--- config.mk ---
export PLATFORM = sky130hd
export DESIGN_NAME = cap_reload_timer
export DESIGN_NICKNAME = d
export VERILOG_FILES = /design/src/rtl/crt_pkg.sv /design/src/rtl/crt_fall_detect.sv /design/src/rtl/crt_ctrl_reg.sv /design/src/rtl/crt_count_core.sv /design/src/rtl/cap_reload_timer.sv
export SDC_FILE = /design/constraint.sdc
export NUM_CORES = 1
export LEC_CHECK = 0
export ABC_AREA = 1
export BUFFER_PORTS_ARGS = -buffer_cell sky130_fd_sc_hd__buf_4
export CORE_MARGIN = 2
export CORE_UTILIZATION = 42
export CTS_CLUSTER_DIAMETER = 60
export DETAILED_ROUTE_END_ITERATION = 10
export PLACE_DENSITY = 0.63
export SYNTH_ARGS = -nofsm -noshare
export SYNTH_HDL_FRONTEND = slang
export SYNTH_HIERARCHICAL = 1
export SYNTH_SLANG_ARGS = --single-unit
--- constraint.sdc ---
create_clock -name clk -period 2.1 [get_ports clk]
set_input_delay 0.105 -clock clk [delete_from_list [all_inputs] [get_ports clk]]
set_output_delay 0.105 -clock clk [all_outputs]
set_load 0.03 [all_outputs]
--- src/rtl/crt_pkg.sv ---
package crt_pkg;
  localparam int CTRL_W   = 8;
  localparam int B_MODE   = 0;  // 1: capture on trigger, 0: reload
  localparam int B_SRC    = 1;  // 1: external pin edges
  localparam int B_RUN    = 2;
  localparam int B_TRGEN  = 3;
  localparam int B_TXBAUD = 4;
  localparam int B_RXBAUD = 5;
  localparam int B_EXTF   = 6;
  localparam int B_OVFF   = 7;
endpackage

--- src/rtl/crt_fall_detect.sv ---
module crt_fall_detect #(
  parameter int STAGES = 2
) (
  input  logic clk,
  input  logic rst_n,
  input  logic pin,
  output logic fall
);
  logic [STAGES:0] sh_q, sh_d;

  always_comb sh_d = {sh_q[STAGES-1:0], pin};

  always_ff @(posedge clk or negedge rst_n) begin
    if (!rst_n) sh_q <= '0;
    else        sh_q <= sh_d;
  end

  // oldest stage is the previous synchronized sample
  assign fall = sh_q[STAGES] & ~sh_q[STAGES-1];
endmodule

--- src/rtl/crt_ctrl_reg.sv ---
module crt_ctrl_reg
  import crt_pkg::*;
(
  input  logic              clk,
  input  logic              rst_n,
  input  logic              byte_wr,
  input  logic [CTRL_W-1:0] wdata,
  input  logic              bit_wr,
  input  logic [2:0]        bit_idx,
  input  logic              bit_val,
  input  logic              set_ovf,
  input  logic              set_ext,
  output logic [CTRL_W-1:0] ctrl_q
);
  logic [CTRL_W-1:0] ctrl_d;

  always_comb begin
    ctrl_d = ctrl_q;
    if (byte_wr) ctrl_d = wdata;
    if (bit_wr)  ctrl_d[bit_idx] = bit_val;
    if (set_ovf) ctrl_d[B_OVFF] = 1'b1;
    if (set_ext) ctrl_d[B_EXTF] = 1'b1;
  end

  always_ff @(posedge clk or negedge rst_n) begin
    if (!rst_n) ctrl_q <= '0;
    else        ctrl_q <= ctrl_d;
  end
endmodule

--- src/rtl/crt_count_core.sv ---
module crt_count_core #(
  parameter int CNT_W = 16,
  parameter int LANES = CNT_W / 8
) (
  input  logic             clk,
  input  logic             rst_n,
  input  logic             run,
  input  logic             src_ext,
  input  logic             cap_mode,
  input  logic             baud,
  input  logic             tick_en,
  input  logic             cnt_fall,
  input  logic             trig_evt,
  input  logic [LANES-1:0] cnt_wr_lane,
  input  logic [LANES-1:0] rl_wr_lane,
  input  logic [7:0]       wdata,
  output logic [CNT_W-1:0] cnt_q,
  output logic [CNT_W-1:0] rl_q,
  output logic             ovf
);
  logic             inc, reload_ovf, trig_reload, trig_capture;
  logic [CNT_W-1:0] cnt_d, rl_d;

  assign inc          = run & (src_ext ? cnt_fall : tick_en);
  assign ovf          = inc & (&cnt_q);
  assign reload_ovf   = ovf & (baud | ~cap_mode);
  assign trig_reload  = trig_evt & ~baud & ~cap_mode;
  assign trig_capture = trig_evt & ~baud & cap_mode;

  always_comb begin
    cnt_d = cnt_q;
    if (reload_ovf || trig_reload) cnt_d = rl_q;
    else if (inc)                  cnt_d = cnt_q + CNT_W'(1);
    rl_d = rl_q;
    if (trig_capture) rl_d = cnt_q;
    for (int i = 0; i < LANES; i++) begin
      if (cnt_wr_lane[i]) cnt_d[i*8 +: 8] = wdata;
      if (rl_wr_lane[i])  rl_d[i*8 +: 8]  = wdata;
    end
  end

  always_ff @(posedge clk or negedge rst_n) begin
    if (!rst_n) begin
      cnt_q <= '0;
      rl_q  <= '0;
    end else begin
      cnt_q <= cnt_d;
      rl_q  <= rl_d;
    end
  end
endmodule

--- src/rtl/cap_reload_timer.sv ---
module cap_reload_timer
  import crt_pkg::*;
#(
  parameter int CNT_W  = 16,
  parameter int ADDR_W = 3
) (
  input  logic              clk,
  input  logic              rst_n,
  input  logic              tick_en,
  input  logic              cnt_pin,
  input  logic              trig_pin,
  input  logic              wr_en,
  input  logic [ADDR_W-1:0] addr,
  input  logic [7:0]        wdata,
  output logic [7:0]        rdata,
  input  logic              bit_wr,
  input  logic [2:0]        bit_idx,
  input  logic              bit_val,
  input  logic              irq_en,
  output logic              irq,
  output logic              baud_tx_tick,
  output logic              baud_rx_tick
);
  localparam int LANES = CNT_W / 8;
  localparam int NPINS = 2;

  logic [NPINS-1:0]  pins, falls;
  logic [CTRL_W-1:0] ctrl_q;
  logic [CNT_W-1:0]  cnt_q, rl_q;
  logic [LANES-1:0]  cnt_wr_lane, rl_wr_lane;
  logic              ctrl_wr, baud, trig_evt, ovf;
  logic              tx_tick_q, rx_tick_q, tx_tick_d, rx_tick_d;

  assign pins = {trig_pin, cnt_pin};

  for (genvar p = 0; p < NPINS; p++) begin : g_pin
    crt_fall_detect #(.STAGES(2)) u_fall (
      .clk(clk), .rst_n(rst_n), .pin(pins[p]), .fall(falls[p])
    );
  end

  assign ctrl_wr = wr_en && (addr == '0);
  for (genvar l = 0; l < LANES; l++) begin : g_lane
    assign cnt_wr_lane[l] = wr_en && (addr == ADDR_W'(1 + l));
    assign rl_wr_lane[l]  = wr_en && (addr == ADDR_W'(1 + LANES + l));
  end

  assign baud     = ctrl_q[B_TXBAUD] | ctrl_q[B_RXBAUD];
  assign trig_evt = falls[1] & ctrl_q[B_TRGEN];

  crt_ctrl_reg u_ctrl (
    .clk(clk), .rst_n(rst_n), .byte_wr(ctrl_wr), .wdata(wdata),
    .bit_wr(bit_wr), .bit_idx(bit_idx), .bit_val(bit_val),
    .set_ovf(ovf & ~baud), .set_ext(trig_evt), .ctrl_q(ctrl_q)
  );

  crt_count_core #(.CNT_W(CNT_W), .LANES(LANES)) u_core (
    .clk(clk), .rst_n(rst_n), .run(ctrl_q[B_RUN]), .src_ext(ctrl_q[B_SRC]),
    .cap_mode(ctrl_q[B_MODE]), .baud(baud), .tick_en(tick_en),
    .cnt_fall(falls[0]), .trig_evt(trig_evt), .cnt_wr_lane(cnt_wr_lane),
    .rl_wr_lane(rl_wr_lane), .wdata(wdata), .cnt_q(cnt_q), .rl_q(rl_q),
    .ovf(ovf)
  );

  always_comb begin
    tx_tick_d = ovf & ctrl_q[B_TXBAUD];
    rx_tick_d = ovf & ctrl_q[B_RXBAUD];
  end

  always_ff @(posedge clk or negedge rst_n) begin
    if (!rst_n) begin
      tx_tick_q <= 1'b0;
      rx_tick_q <= 1'b0;
    end else begin
      tx_tick_q <= tx_tick_d;
      rx_tick_q <= rx_tick_d;
    end
  end

  assign baud_tx_tick = tx_tick_q;
  assign baud_rx_tick = rx_tick_q;
  assign irq = irq_en & (ctrl_q[B_OVFF] | ctrl_q[B_EXTF]);

  always_comb begin
    rdata = '0;
    if (addr == '0) rdata = ctrl_q;
    for (int i = 0; i < LANES; i++) begin
      if (addr == ADDR_W'(1 + i))         rdata = cnt_q[i*8 +: 8];
      if (addr == ADDR_W'(1 + LANES + i)) rdata = rl_q[i*8 +: 8];
    end
  end
endmodule

==> summary.md, run 1 <==
| Metric | Value |
|---|---|
| Status | `finished clean` |
| RSZ-0062 raised after global routing | `false` |
| FP Rows | `33` |
| H-tree levels | `2` |
| Mux contribution to synthesized area | `0%` |
| Final Hold Viols | `0` |
| Critical path type | `flip-flop to flip-flop` |
| Setup crit start kind | `flip-flop` |
| Leakage | `roughly 2.2 nW` |
| Post-synth EDFFs | `0` |
| CTS tree | `built` |
| Setup TNS Final | `0 ns` |
| Largest net degree at the start of global routing | `49` |
| Die H | `around 96 um` |
| Synth cell types | `36` |
| Worst-margin pin slew | `between 0.6 and 0.7 ns` |
| Async set-reset flop share out of synthesis | `between 90% and 100%` |
| Ys Warns | `6` |
| Min Tclk post-route | `between 1.5 and 2 ns` |
| Tcrit/Tclk final | `around nine tenths` |
| Sequential Power Share | `40.7%` |
| CTS Buf Count | `5` |
| Post-DP HPWL | `approximately 8400 um` |
| Post-place setup slack | `0.0810 ns` |
| Synth Cell Area | `about 3500 um2` |
| Die area | `9180 um2` |
| Min setup slack post-route | `between 0.2 and 0.25 ns` |
| Area leader, netlist | `dfrtp_1` |
| Tot GR Track Use | `around a quarter` |
| Avg Vias per Cell | `approximately 5.2` |
| Commonest cells in the netlist | `nand2_1, nand3_1, inv_1` |
| Switching Share | `between 40% and 50%` |
| Gpl congestion | `around 0.9` |
| Fmax | `0.528 GHz` |
| CP max-delay cell | `dfrtp_2` |
| Initial Utilization | `a little over two fifths` |
| Clock latency on the worst-skew pair | `approximately 0.3 ns` |
| Data arrival, critical path | `2.10 ns` |
| Yosys reg bits | `48` |
| Synth top area share | `33.9%` |
| Synth Instances | `between 500 and 600` |
| Combinational fraction of design power | `43.0%` |
| Routed vias | `between 3k and 4k` |
| Die X | `~96 um` |
| P_sw | `roughly 0.0017 W` |
| Pins over their slew limit | `0` |
| Crit. End Element | `flip-flop` |
| Mean Syn Cell Area | `~6.3 um2` |
| GRT overflow | `0` |
| Drt total wl | `11200 um` |
| Slew Limit Headroom | `57.1%` |
| I/O Buffers | `33` |
| PwrDens | `between 900 and 1000 nW/um2` |
| Ant diodes | `0` |
| Share of layout cells above drive strength 1 | `between 10% and 20%` |
| Initial antenna violation count | `0` |
| Final nets | `637` |
| Final design utilization | `between 50% and 60%` |
| Simple-gate share of the synthesized area | `48.5%` |
| Fillers | `850` |
| Clk pwr share | `around 16%` |
| Core area | `8180 um2` |
| Detailed Route Iter0 Violations | `~360` |
| Worst Clk Skew | `about 0.0044 ns` |
| I/O Pins | `34` |
| Clock tree buffer depth | `2` |
| Clk sinks | `48` |
| Worst path required time | `2.30 ns` |
| Most numerous cell in the Yosys netlist | `nand2_1` |
| Global-route wire length before repair | `17900 um` |
| Compound-Gate Fraction of Synth Area | `approximately 4.3%` |
| Worst path buffer plus inverter count | `1` |
| Ys flop type | `dfrtp_1` |
| Number of global-route vias before repair | `roughly 3.3k` |
| Syn nets | `approximately 590` |
| Delay-heaviest family, CP | `simple AND/OR/NAND/NOR gates` |
| Routed len/inst | `between 15 and 20 um` |
| Residual DRC | `0` |
| Internal cell power | `approximately 0.0021 W` |
| HP Class | `input port to flip-flop` |
| DRT antenna net count | `0` |
| Crit path cell chain | `ha_1 > nand2_2 > nor2_4 > nand2_2 > nor2_2 > nand3_4 > nand3_2 > inv_1 > nand2_1 > nand2_1` |
| Max stage delay on crit path | `~0.43 ns` |
| Clock transition at path regs | `~0.1 ns` |
| Critical path peak fanout | `9` |
| Final setup violating endpoints | `0` |
| Final hold slack | `~0.093 ns` |
| Post-synthesis adder-cell area fraction | `0.353%` |
| CTS root buffer | `clkbuf_8` |
| Max cap viols | `0` |
| Main area contributors after synthesis | `dfrtp_1, nand2_1, nand3_1` |
| Seq/Total Area, Yosys | `between 30% and 40%` |
| Largest family of logic cells by synthesized area | `simple AND/OR/NAND/NOR gates` |
| Drt first pass iters | `5` |
| Worst VDD drop | `around 0.00050 V` |
| Layout area overhead | `15.7%` |
| Synth Area in XOR/XNOR | `under 10%` |
-- cell families (layout without fill, tap and decap cells) --
family | count (synthesis) | after routing
and+or+nand+nor | 396 | 396
buffers and inverters | 84 | 136
DFF | 48 | 48
AOI/OAI and AO/OA | 26 | 26
xor gates and xnor gates | 7 | 7
adders and majority gates | 1 | 1
-- registers in the layout (all words and copies together) (netlist names) --
register,flops
baud_rx_tick,1
u_core/cnt_q,16
g_pin.u_fall/sh_q,6
u_ctrl/ctrl_q,8
u_core/rl_q,16
baud_tx_tick,1
-- layer usage --
metal | up-vias | global-route usage (%) | part of all wire (%)
li1 | 1859 | - | -
met1 | 1690 | 38.4 | 48
met4 | 0 | 6.90 | 2.0
met2 | 146 | 39.3 | 44
met3 | 14 | 4.54 | 6.4
met5 | - | 0 | 0
-- tightest hold or removal path, stage by stage --
cell     delay, ns
buf_4         0.14
nand3_1       0.08
nand2_1       0.05
-- through the flow --
| step | area [um2] | power (W) | std cells |
|---|---|---|---|
| 3_5_place_dp | 3940 | 0.00314 | 704 |
| 5_1_grt | 4100 | 0.00406 | 719 |
| 6_report | 4100 | 0.00377 | 719 |
| 2_1_floorplan | 3540 | 0.00249 | 562 |
| 4_1_cts | 4060 | 0.00377 | 715 |
| 3_3_place_gp | 3940 | 0.00313 | 704 |
-- power by group through the flow --
stage | clock, W | combinational [W] | sequential [W]
2_1_floorplan | 0 | 0.000996 | 0.00149
3_3_place_gp | 0 | 0.00160 | 0.00153
3_5_place_dp | 0 | 0.00159 | 0.00154
4_1_cts | 0.000644 | 0.00160 | 0.00153
5_1_grt | 0.000676 | 0.00181 | 0.00158
6_report | 0.000615 | 0.00162 | 0.00153
-- what timing repair did --
item / CTS / global route
hold buffers: 3 / 0
resized for setup: 0 / 3
buffers inserted: 0 / 4
hold endpoints to repair: 50 / 0
setup endpoints to repair: 0 / 16
-- final cells by class --
class                      count  area (um2)  area share (%)
clock buffer                   6        82.6            2.02
inverter                      68         260            6.35
sequential                    48        1200            29.4
multi-input combinational    430        1950            47.5
clock inverter                 2        13.8           0.336
timing repair buffer          60         458            11.2
tap                          105         131            3.21
-- path summary, 6_finish.rpt --
| check | from | end | slack, ns | cells past startpoint |
|---|---|---|---|---|
| setup / recovery | u_core/cnt_q[1] | u_core/cnt_q[5] | 0.21 | 10 |
| setup reg to reg | u_core/cnt_q[1] | u_core/cnt_q[5] | 0.21 | 10 |
| hold reg to reg | g_pin[1].u_fall/sh_q[0] | g_pin[1].u_fall/sh_q[1] | 0.36 | 0 |
| min in group asynchronous | rst_n | g_pin[0].u_fall/sh_q[2] | 0.36 | 2 |
| hold / removal | bit_val | u_ctrl/ctrl_q[2] | 0.09 | 3 |
| max in group asynchronous | rst_n | u_core/cnt_q[1] | 1.29 | 2 |
-- cells in the final DEF (no fill, tap or decap), types with 6 or more instances in the layout --
| cell type | instances |
|---|---|
| o21ai_0 | 9 |
| clkbuf_8 | 6 |
| nand3_1 | 67 |
| nand4_1 | 6 |
| dfrtp_1 | 46 |
| nand2_1 | 256 |
| inv_1 | 64 |
| nor2_2 | 6 |
| buf_4 | 57 |
| nor2_1 | 36 |
| a31oi_1 | 16 |
(Power assumes the default switching activity.)
==> run 2: changes to the inputs <==
--- a/config.mk
+++ b/config.mk
@@ -5,7 +5,7 @@
 export SDC_FILE = /design/constraint.sdc
 export NUM_CORES = 1
 export LEC_CHECK = 0
-export ABC_AREA = 1
+export ABC_AREA = 0
 export BUFFER_PORTS_ARGS = -buffer_cell sky130_fd_sc_hd__buf_4
 export CORE_MARGIN = 2
 export CORE_UTILIZATION = 42
@@ -14,5 +14,4 @@
 export PLACE_DENSITY = 0.63
 export SYNTH_ARGS = -nofsm -noshare
 export SYNTH_HDL_FRONTEND = slang
-export SYNTH_HIERARCHICAL = 1
 export SYNTH_SLANG_ARGS = --single-unit
==> run 2 against run 1 <==
Critical path depth fell by 2. Clock power down 9.4%. Global-route usage shrank 3.1 points. Critical path type unchanged. Count of clock-buffer cells in the layout decreased by 1. Final cell count is 33% lower. Largest cell class unchanged. Non-clock buffer count is 3 higher. Fmax down 0.32%. Worst setup slack worse by 0.0062 ns. Sequential power hardly changed.
==> summary.md, run 2 <==
| Metric | Value |
|---|---|
| CTS root buffer | `clkbuf_8` |
| Critical path type | `flip-flop to flip-flop` |
| Met3 Routed Length | `649 um (-9.9%)` |
| Max stage delay on crit path | `0.38 ns (-0.05 ns)` |
| FP Rows | `31 (-6.1%)` |
| Delay-heaviest family, CP | `compound AO/OA/AOI/OAI gates` |
| Global-route wire length before repair | `14800 um (-17%)` |
| Crit path cell chain | `ha_1 > nand3_4 > a2111oi_4 > a21oi_4 > buf_12 > buf_4 > mux2i_1 > o22ai_1` |
| Die area | `8260 um2 (-10%)` |
| Worst path required time | `2.29 ns (about the same)` |
| Post-CTS sizing | `0 (unchanged)` |
| Routed len/inst | `19.4 um (+25%)` |
| Tot GR Track Use | `22.9% (-3.1 points)` |
| Die H | `90.9 um (-5.1%)` |
| Seq/Total Area, Yosys | `37.9% (+3.9 points)` |
| Data arrival, critical path | `2.09 ns (about the same)` |
| Post-DP Area | `3560 um2 (-9.4%)` |
| Synth Instances | `336 (-40%)` |
| Gpl congestion | `0.892 (-3.7%)` |
| H-tree levels | `2 (unchanged)` |
| Critical Path Sink | `u_core.cnt_q[1]` |
| PwrDens | `995 nW/um2 (+8.1%)` |
| Main area contributors after synthesis | `dfrtp_1, mux2i_1, a22oi_1` |
| I/O Pins | `34 (unchanged)` |
| Ant diodes | `0 (unchanged)` |
| Routed vias | `2846 (-23%)` |
| Avg Vias per Cell | `5.94 (+15%)` |
| Worst Clk Skew | `0.00628 ns (+0.00191 ns)` |
| Slew Limit Headroom | `57.7% (+0.64 points)` |
| Clock latency on the worst-skew pair | `0.30 ns (about the same)` |
| Clk sinks | `48 (unchanged)` |
| Critical path depth | `8 (-2)` |
| GRT overflow | `0 (unchanged)` |
| Critical path peak fanout | `15 (+6)` |
| DRT antenna net count | `0 (unchanged)` |
| Tcrit/Tclk final | `90.5% (+0.29 points)` |
| Worst-case reg-to-reg path depth | `8 (-2)` |
| Pins over their slew limit | `0 (unchanged)` |
| Min Tclk post-route | `1.90 ns (+0.00616 ns)` |
| HP Class | `input port to flip-flop` |
| Setup TNS Final | `0 ns (unchanged)` |
| I/O Buffers | `33 (unchanged)` |
| Largest net degree at the start of global routing | `49 (unchanged)` |
| Fmax | `0.526 GHz (-0.32%)` |
| Ys flop type | `dfrtp_1` |
| Worst r2r src | `u_core.cnt_q[1]` |
| Detailed Route Iter0 Violations | `271 (-24%)` |
| Most numerous cell in the Yosys netlist | `dfrtp_1` |
| RSZ-0062 raised after global routing | `false` |
| Worst VDD drop | `0.000470 V (-6.4%)` |
| Commonest cells in the netlist | `dfrtp_1, mux2i_1, nor2_1` |
| Number of global-route vias before repair | `2736 (-17%)` |
| Worst path buffer plus inverter count | `2 (+1)` |
| Drt first pass iters | `5 (unchanged)` |
| CTS tree | `built` |
| Initial Utilization | `43.5% (+0.19 points)` |
| Final hold slack | `0.0805 ns (-0.0129 ns)` |
| Final setup violating endpoints | `0 (unchanged)` |
| DR top layer | `met4` |
| Non-Filler Instances | `479 (-33%)` |
| Post-DP HPWL | `6650 um (-21%)` |
| Residual DRC | `0 (unchanged)` |
| Met2 wire length | `4300 um (-12%)` |
| Synth Cell Area | `3170 um2 (-10%)` |
| Synth top area share | `37.9% (+3.9 points)` |
| Area leader, netlist | `dfrtp_1` |
| Setup crit start kind | `flip-flop` |
| Flop-to-flop setup slack | `0.20 ns (about the same)` |
| Initial antenna violation count | `0 (unchanged)` |
| Largest regs | `u_core.cnt_q: 16 flops, u_core.rl_q: 16 flops, u_ctrl.ctrl_q: 8 flops` |
| Final nets | `404 (-37%)` |
| Final Instance Area | `3720 um2 (-9.2%)` |
| Async set-reset flop share out of synthesis | `100% (unchanged)` |
| Worst r2r dst | `u_core.cnt_q[1]` |
| Clock transition at path regs | `0.10 ns (about the same)` |
| Most common cell after layout, fill and taps aside | `buf_4` |
| Most frequent cells in the layout | `buf_4, dfrtp_1, mux2i_1, nor2_1, nand2_1` |
| Die X | `90.9 um (-5.1%)` |
| Crit. End Element | `flip-flop` |
| Final Hold Viols | `0 (unchanged)` |
| Syn nets | `360 (-39%)` |
| Post-synth EDFFs | `0 (unchanged)` |
| Leakage | `1.67 nW (-23%)` |
| Worst-margin pin slew | `0.634 ns (-0.00961 ns)` |
| Metal-1 WL | `4260 um (-21%)` |
| Share of layout cells above drive strength 1 | `23.9% (+9.1 points)` |
| Clock tree buffer depth | `2 (unchanged)` |
| Synth cell types | `58 (+61%)` |
| CP max-delay cell | `a2111oi_4` |
| Crit path launch | `u_core.cnt_q[1]` |
| Status | `finished clean` |
| Max cap viols | `0 (unchanged)` |
| Ys Warns | `0 (-6)` |
| CTS Buf Count | `5 (unchanged)` |
| Layout area overhead | `17.2%` |
| Mean Syn Cell Area | `9.44 um2 (+50%)` |
| Inst Count DP | `465 (-34%)` |
| Yosys reg bits | `48 (unchanged)` |
| Core area | `7290 um2 (-11%)` |
| Drt total wl | `9290 um (-17%)` |
## run 2: changes by cell type after synthesis, sizes merged, moves of 7 or more
| cell | delta |
|---|---|
| nand3 | -62 |
| a31oi | -11 |
| o22ai | +10 |
| nand2 | -241 |
| a22oi | +16 |
| mux2 | +7 |
| nor2 | -14 |
| mux2i | +36 |
| o21ai | +10 |
| inv | -61 |
| a21oi | +22 |
| and2 | +8 |
## run 2: logic make-up (layout without fill, tap and decap cells)
group	Yosys count	in the layout	synth area share (%)
simple gates	111	111	19.9
compound gates	88	88	18.8
flops	48	48	37.9
mux	43	43	13.8
buf+inv	31	75	5.36
xor+xnor	14	14	3.87
fa+ha+maj	1	1	0.394
## run 2: timing repair
item	CTS	global route
buffers inserted	0	4
setup endpoints to repair	0	4
hold endpoints to repair	50	0
hold buffers	3	0
## run 2: worst min-delay path by stage
| stage | slack (ns) | endpoint | from | depth (start not counted) |
|---|---|---|---|---|
| finish | 0.08 | u_ctrl.ctrl_q[1] | bit_idx[0] | 2 |
| global route | 0.08 | u_core.rl_q[9] | wdata[1] | 3 |
| CTS | 0.07 | u_ctrl.ctrl_q[4] | bit_val | 3 |
| detailed placement | 0.17 | u_core.rl_q[6] | rst_n | 1 |
| global placement | 0.17 | u_core.rl_q[6] | rst_n | 1 |
| floorplan | -0.19 | baud_rx_tick | rst_n | 0 |
## run 2: where the power goes
group	total, W	switching (W)	internal (W)
combinational	0.00163	0.000886	0.000747
clock	0.000557	0.000330	0.000227
sequential	0.00151	0.000311	0.00120
## run 2: layout make-up
class	count	area (um2)
clock buffers	5	68.8
well taps	99	124
clock inverters	2	12.5
multi-input cells	257	1800
inverters	5	18.8
repair buffers	63	493
flip-flops and latches	48	1200
fillers	718	3570
## run 2: routing by layer
metal	up-vias	track usage, %
met3	8	4.01
met5	-	0
met1	1396	33.8
met4	0	5.30
met2	121	35.1
li1	1321	-
## run 2: through the flow
stage	util, %	power, W	setup WS (ns)
CTS	50.4	0.00367	0.113
floorplan	-	0.00257	0.320
global placement	48.9	0.00308	0.195
global route	51.0	0.00394	0.0290
finish	51.0	0.00370	0.200
detailed placement	48.9	0.00312	0.136
==> run 3: changes to the inputs <==
--- a/config.mk
+++ b/config.mk
@@ -11,7 +11,9 @@
 export CORE_UTILIZATION = 42
 export CTS_CLUSTER_DIAMETER = 60
 export DETAILED_ROUTE_END_ITERATION = 10
+export HOLD_SLACK_MARGIN = 0.08
 export PLACE_DENSITY = 0.63
+export RECOVER_POWER = 50
 export SYNTH_ARGS = -nofsm -noshare
 export SYNTH_HDL_FRONTEND = slang
 export SYNTH_SLANG_ARGS = --single-unit
==> run 3 against run 2 <==
Sequential cell count did not move. Sequential share of layout area fell by 0.15 points. Final area grew 0.47%. First-iteration DRC count grew 1.1%. Critical path depth unchanged. Worst setup slack gained 0.0022 ns. Count of clock-buffer cells in the layout is the same. Global-route usage stayed put. Largest power group unchanged. Highest routed layer unchanged.
==> summary.md, run 3 (synthesis gave the netlist of run 2 again) <==
| Metric | Value |
|---|---|
| Largest regs | `u_core.cnt_q: 16 flops, u_core.rl_q: 16 flops, u_ctrl.ctrl_q: 8 flops` |
| Data arrival, critical path | `2.08 ns (about the same)` |
| Detailed Route Iter0 Violations | `274 (+1.1%)` |
| Post-DP HPWL | `6650 um (unchanged)` |
| Final nets | `406 (+0.50%)` |
| CTS root buffer | `clkbuf_8` |
| Worst path required time | `2.29 ns (about the same)` |
| Leakage | `1.68 nW (+0.44%)` |
| Switching Share | `41.2% (-0.11 points)` |
| Setup crit start kind | `flip-flop` |
| Worst VDD drop | `0.000472 V (+0.34%)` |
| Min Tclk post-route | `1.90 ns (-0.00215 ns)` |
| I/O Pins | `34 (unchanged)` |
| Pins over their slew limit | `0 (unchanged)` |
| RSZ-0062 raised after global routing | `false` |
| Tot GR Track Use | `22.9% (unchanged)` |
| FP Rows | `31 (unchanged)` |
| Drt first pass iters | `5 (unchanged)` |
| Critical path type | `flip-flop to flip-flop` |
| CTS Buf Count | `5 (unchanged)` |
| HP Class | `input port to flip-flop` |
| GRT overflow | `0 (unchanged)` |
| H-tree levels | `2 (unchanged)` |
| Final setup violating endpoints | `0 (unchanged)` |
| DRT antenna net count | `0 (unchanged)` |
| Routed vias | `2870 (+0.84%)` |
| Layout area overhead | `17.8%` |
| Gpl congestion | `0.892 (unchanged)` |
| Tcrit/Tclk final | `90.4% (-0.10 points)` |
| Routed len/inst | `19.2 um (-0.80%)` |
| Critical path peak fanout | `15 (unchanged)` |
| Global-route wire length before repair | `14800 um (unchanged)` |
| Combinational fraction of design power | `44.1% (about the same)` |
| Initial antenna violation count | `0 (unchanged)` |
| PwrDens | `990 nW/um2 (-0.55%)` |
| P_sw | `0.00152 W (-0.35%)` |
| Die X | `90.9 um (unchanged)` |
| Die area | `8260 um2 (unchanged)` |
| Clock tree buffer depth | `2 (unchanged)` |
| Drt total wl | `9260 um (-0.39%)` |
| I/O Buffers | `33 (unchanged)` |
| Number of global-route vias before repair | `2736 (unchanged)` |
| Share of layout cells above drive strength 1 | `23.8% (-0.13 points)` |
| Final Hold Viols | `0 (unchanged)` |
| Residual DRC | `0 (unchanged)` |
| Flop-to-flop setup slack | `0.20 ns (about the same)` |
| Clk sinks | `48 (unchanged)` |
| Final design utilization | `51.2% (+0.24 points)` |
| Max cap viols | `0 (unchanged)` |
| Die H | `90.9 um (unchanged)` |
| Ant diodes | `0 (unchanged)` |
| Crit. End Element | `flip-flop` |
| Worst Clk Skew | `0.00469 ns (-0.00159 ns)` |
| Sequential Power Share | `40.8% (about the same)` |
| Fmax | `0.527 GHz (+0.11%)` |
| Setup TNS Final | `0 ns (unchanged)` |
| Worst r2r src | `u_core.cnt_q[1]` |
| Most common cell after layout, fill and taps aside | `buf_4` |
| Hold Startpoint | `bit_idx[0]` |
| Slew Limit Headroom | `16.2% (-41 points)` |
| CTS tree | `built` |
| Core area | `7290 um2 (unchanged)` |
| Largest net degree at the start of global routing | `49 (unchanged)` |
| Crit path launch | `u_core.cnt_q[1]` |
| Most frequent cells in the layout | `buf_4, dfrtp_1, mux2i_1, nor2_1, nand2_1` |
| Clock latency on the worst-skew pair | `0.30 ns (about the same)` |
| Clk pwr share | `15.0% (about the same)` |
| Initial Utilization | `43.5% (unchanged)` |
| Worst-margin pin slew | `1.26 ns (+0.622 ns)` |
| Inst Count DP | `465 (unchanged)` |
| Status | `finished clean` |
| Avg Vias per Cell | `5.97 (+0.42%)` |
| Post-CTS sizing | `0 (unchanged)` |
| Clock transition at path regs | `0.09 ns (about the same)` |
| Internal cell power | `0.00218 W (+0.11%)` |
| Non-Filler Instances | `481 (+0.42%)` |
run 3: layer usage:
layer / wire (um) / vias to the layer above / track usage (%)
met5: 0 / - / 0
met4: 105 / 0 / 5.30
met3: 626 / 13 / 4.01
met2: 4250 / 129 / 35.1
met1: 4270 / 1406 / 33.8
li1: - / 1322 / -
run 3: final timing paths:
check,end,cells after the start
worst min-delay path,u_ctrl.ctrl_q[1],2
min in group asynchronous,u_core.rl_q[6],2
worst max-delay path,u_core.cnt_q[1],8
worst min register to register,g_pin[1].u_fall.sh_q[1],0
max in group asynchronous,u_core.rl_q[10],2
worst max register to register,u_core.cnt_q[1],8
run 3: critical path, stage by stage, from the launching register on:
cell       delay [ns]
dfrtp_1          0.37
ha_1             0.23
nand3_4          0.15
a2111oi_4        0.38
a21oi_4          0.10
buf_12           0.18
buf_4            0.14
mux2i_1          0.14
o22ai_1          0.09
run 3: cell type report:
class / count / area, um2
Sequential cell: 48 / 1200
Clock buffer: 5 / 68.8
Multi-Input combinational cell: 257 / 1800
Inverter: 5 / 18.8
Tap cell: 99 / 124
Fill cell: 717 / 3560
Clock inverter: 2 / 12.5
Timing Repair Buffer: 65 / 510
run 3: repair_timing:
action | CTS | global route
buffers inserted | 0 | 4
hold buffers | 4 | 1
endpoints found under the hold margin | 51 | 1
endpoints found under the setup margin | 0 | 4
run 3: per-stage QoR:
stage / setup WS [ns] / total power [W] / cell area [um2] / hold WS, ns
2_1_floorplan: 0.320 / 0.00257 / 3170 / -0.191
3_3_place_gp: 0.195 / 0.00308 / 3560 / 0.173
3_5_place_dp: 0.136 / 0.00312 / 3560 / 0.172
4_1_cts: 0.113 / 0.00367 / 3690 / 0.0816
5_1_grt: 0.0290 / 0.00395 / 3740 / 0.0924
6_report: 0.202 / 0.00370 / 3740 / 0.0768
run 3: power by group through the flow:
| stage | logic, W | clock network (W) | registers, W |
|---|---|---|---|
| after global placement | 0.00157 | 0 | 0.00151 |
| after global routing | 0.00178 | 0.000614 | 0.00155 |
| after CTS | 0.00161 | 0.000562 | 0.00150 |
| after detailed placement | 0.00160 | 0 | 0.00152 |
| final | 0.00163 | 0.000556 | 0.00151 |
| after floorplan | 0.00113 | 0 | 0.00144 |
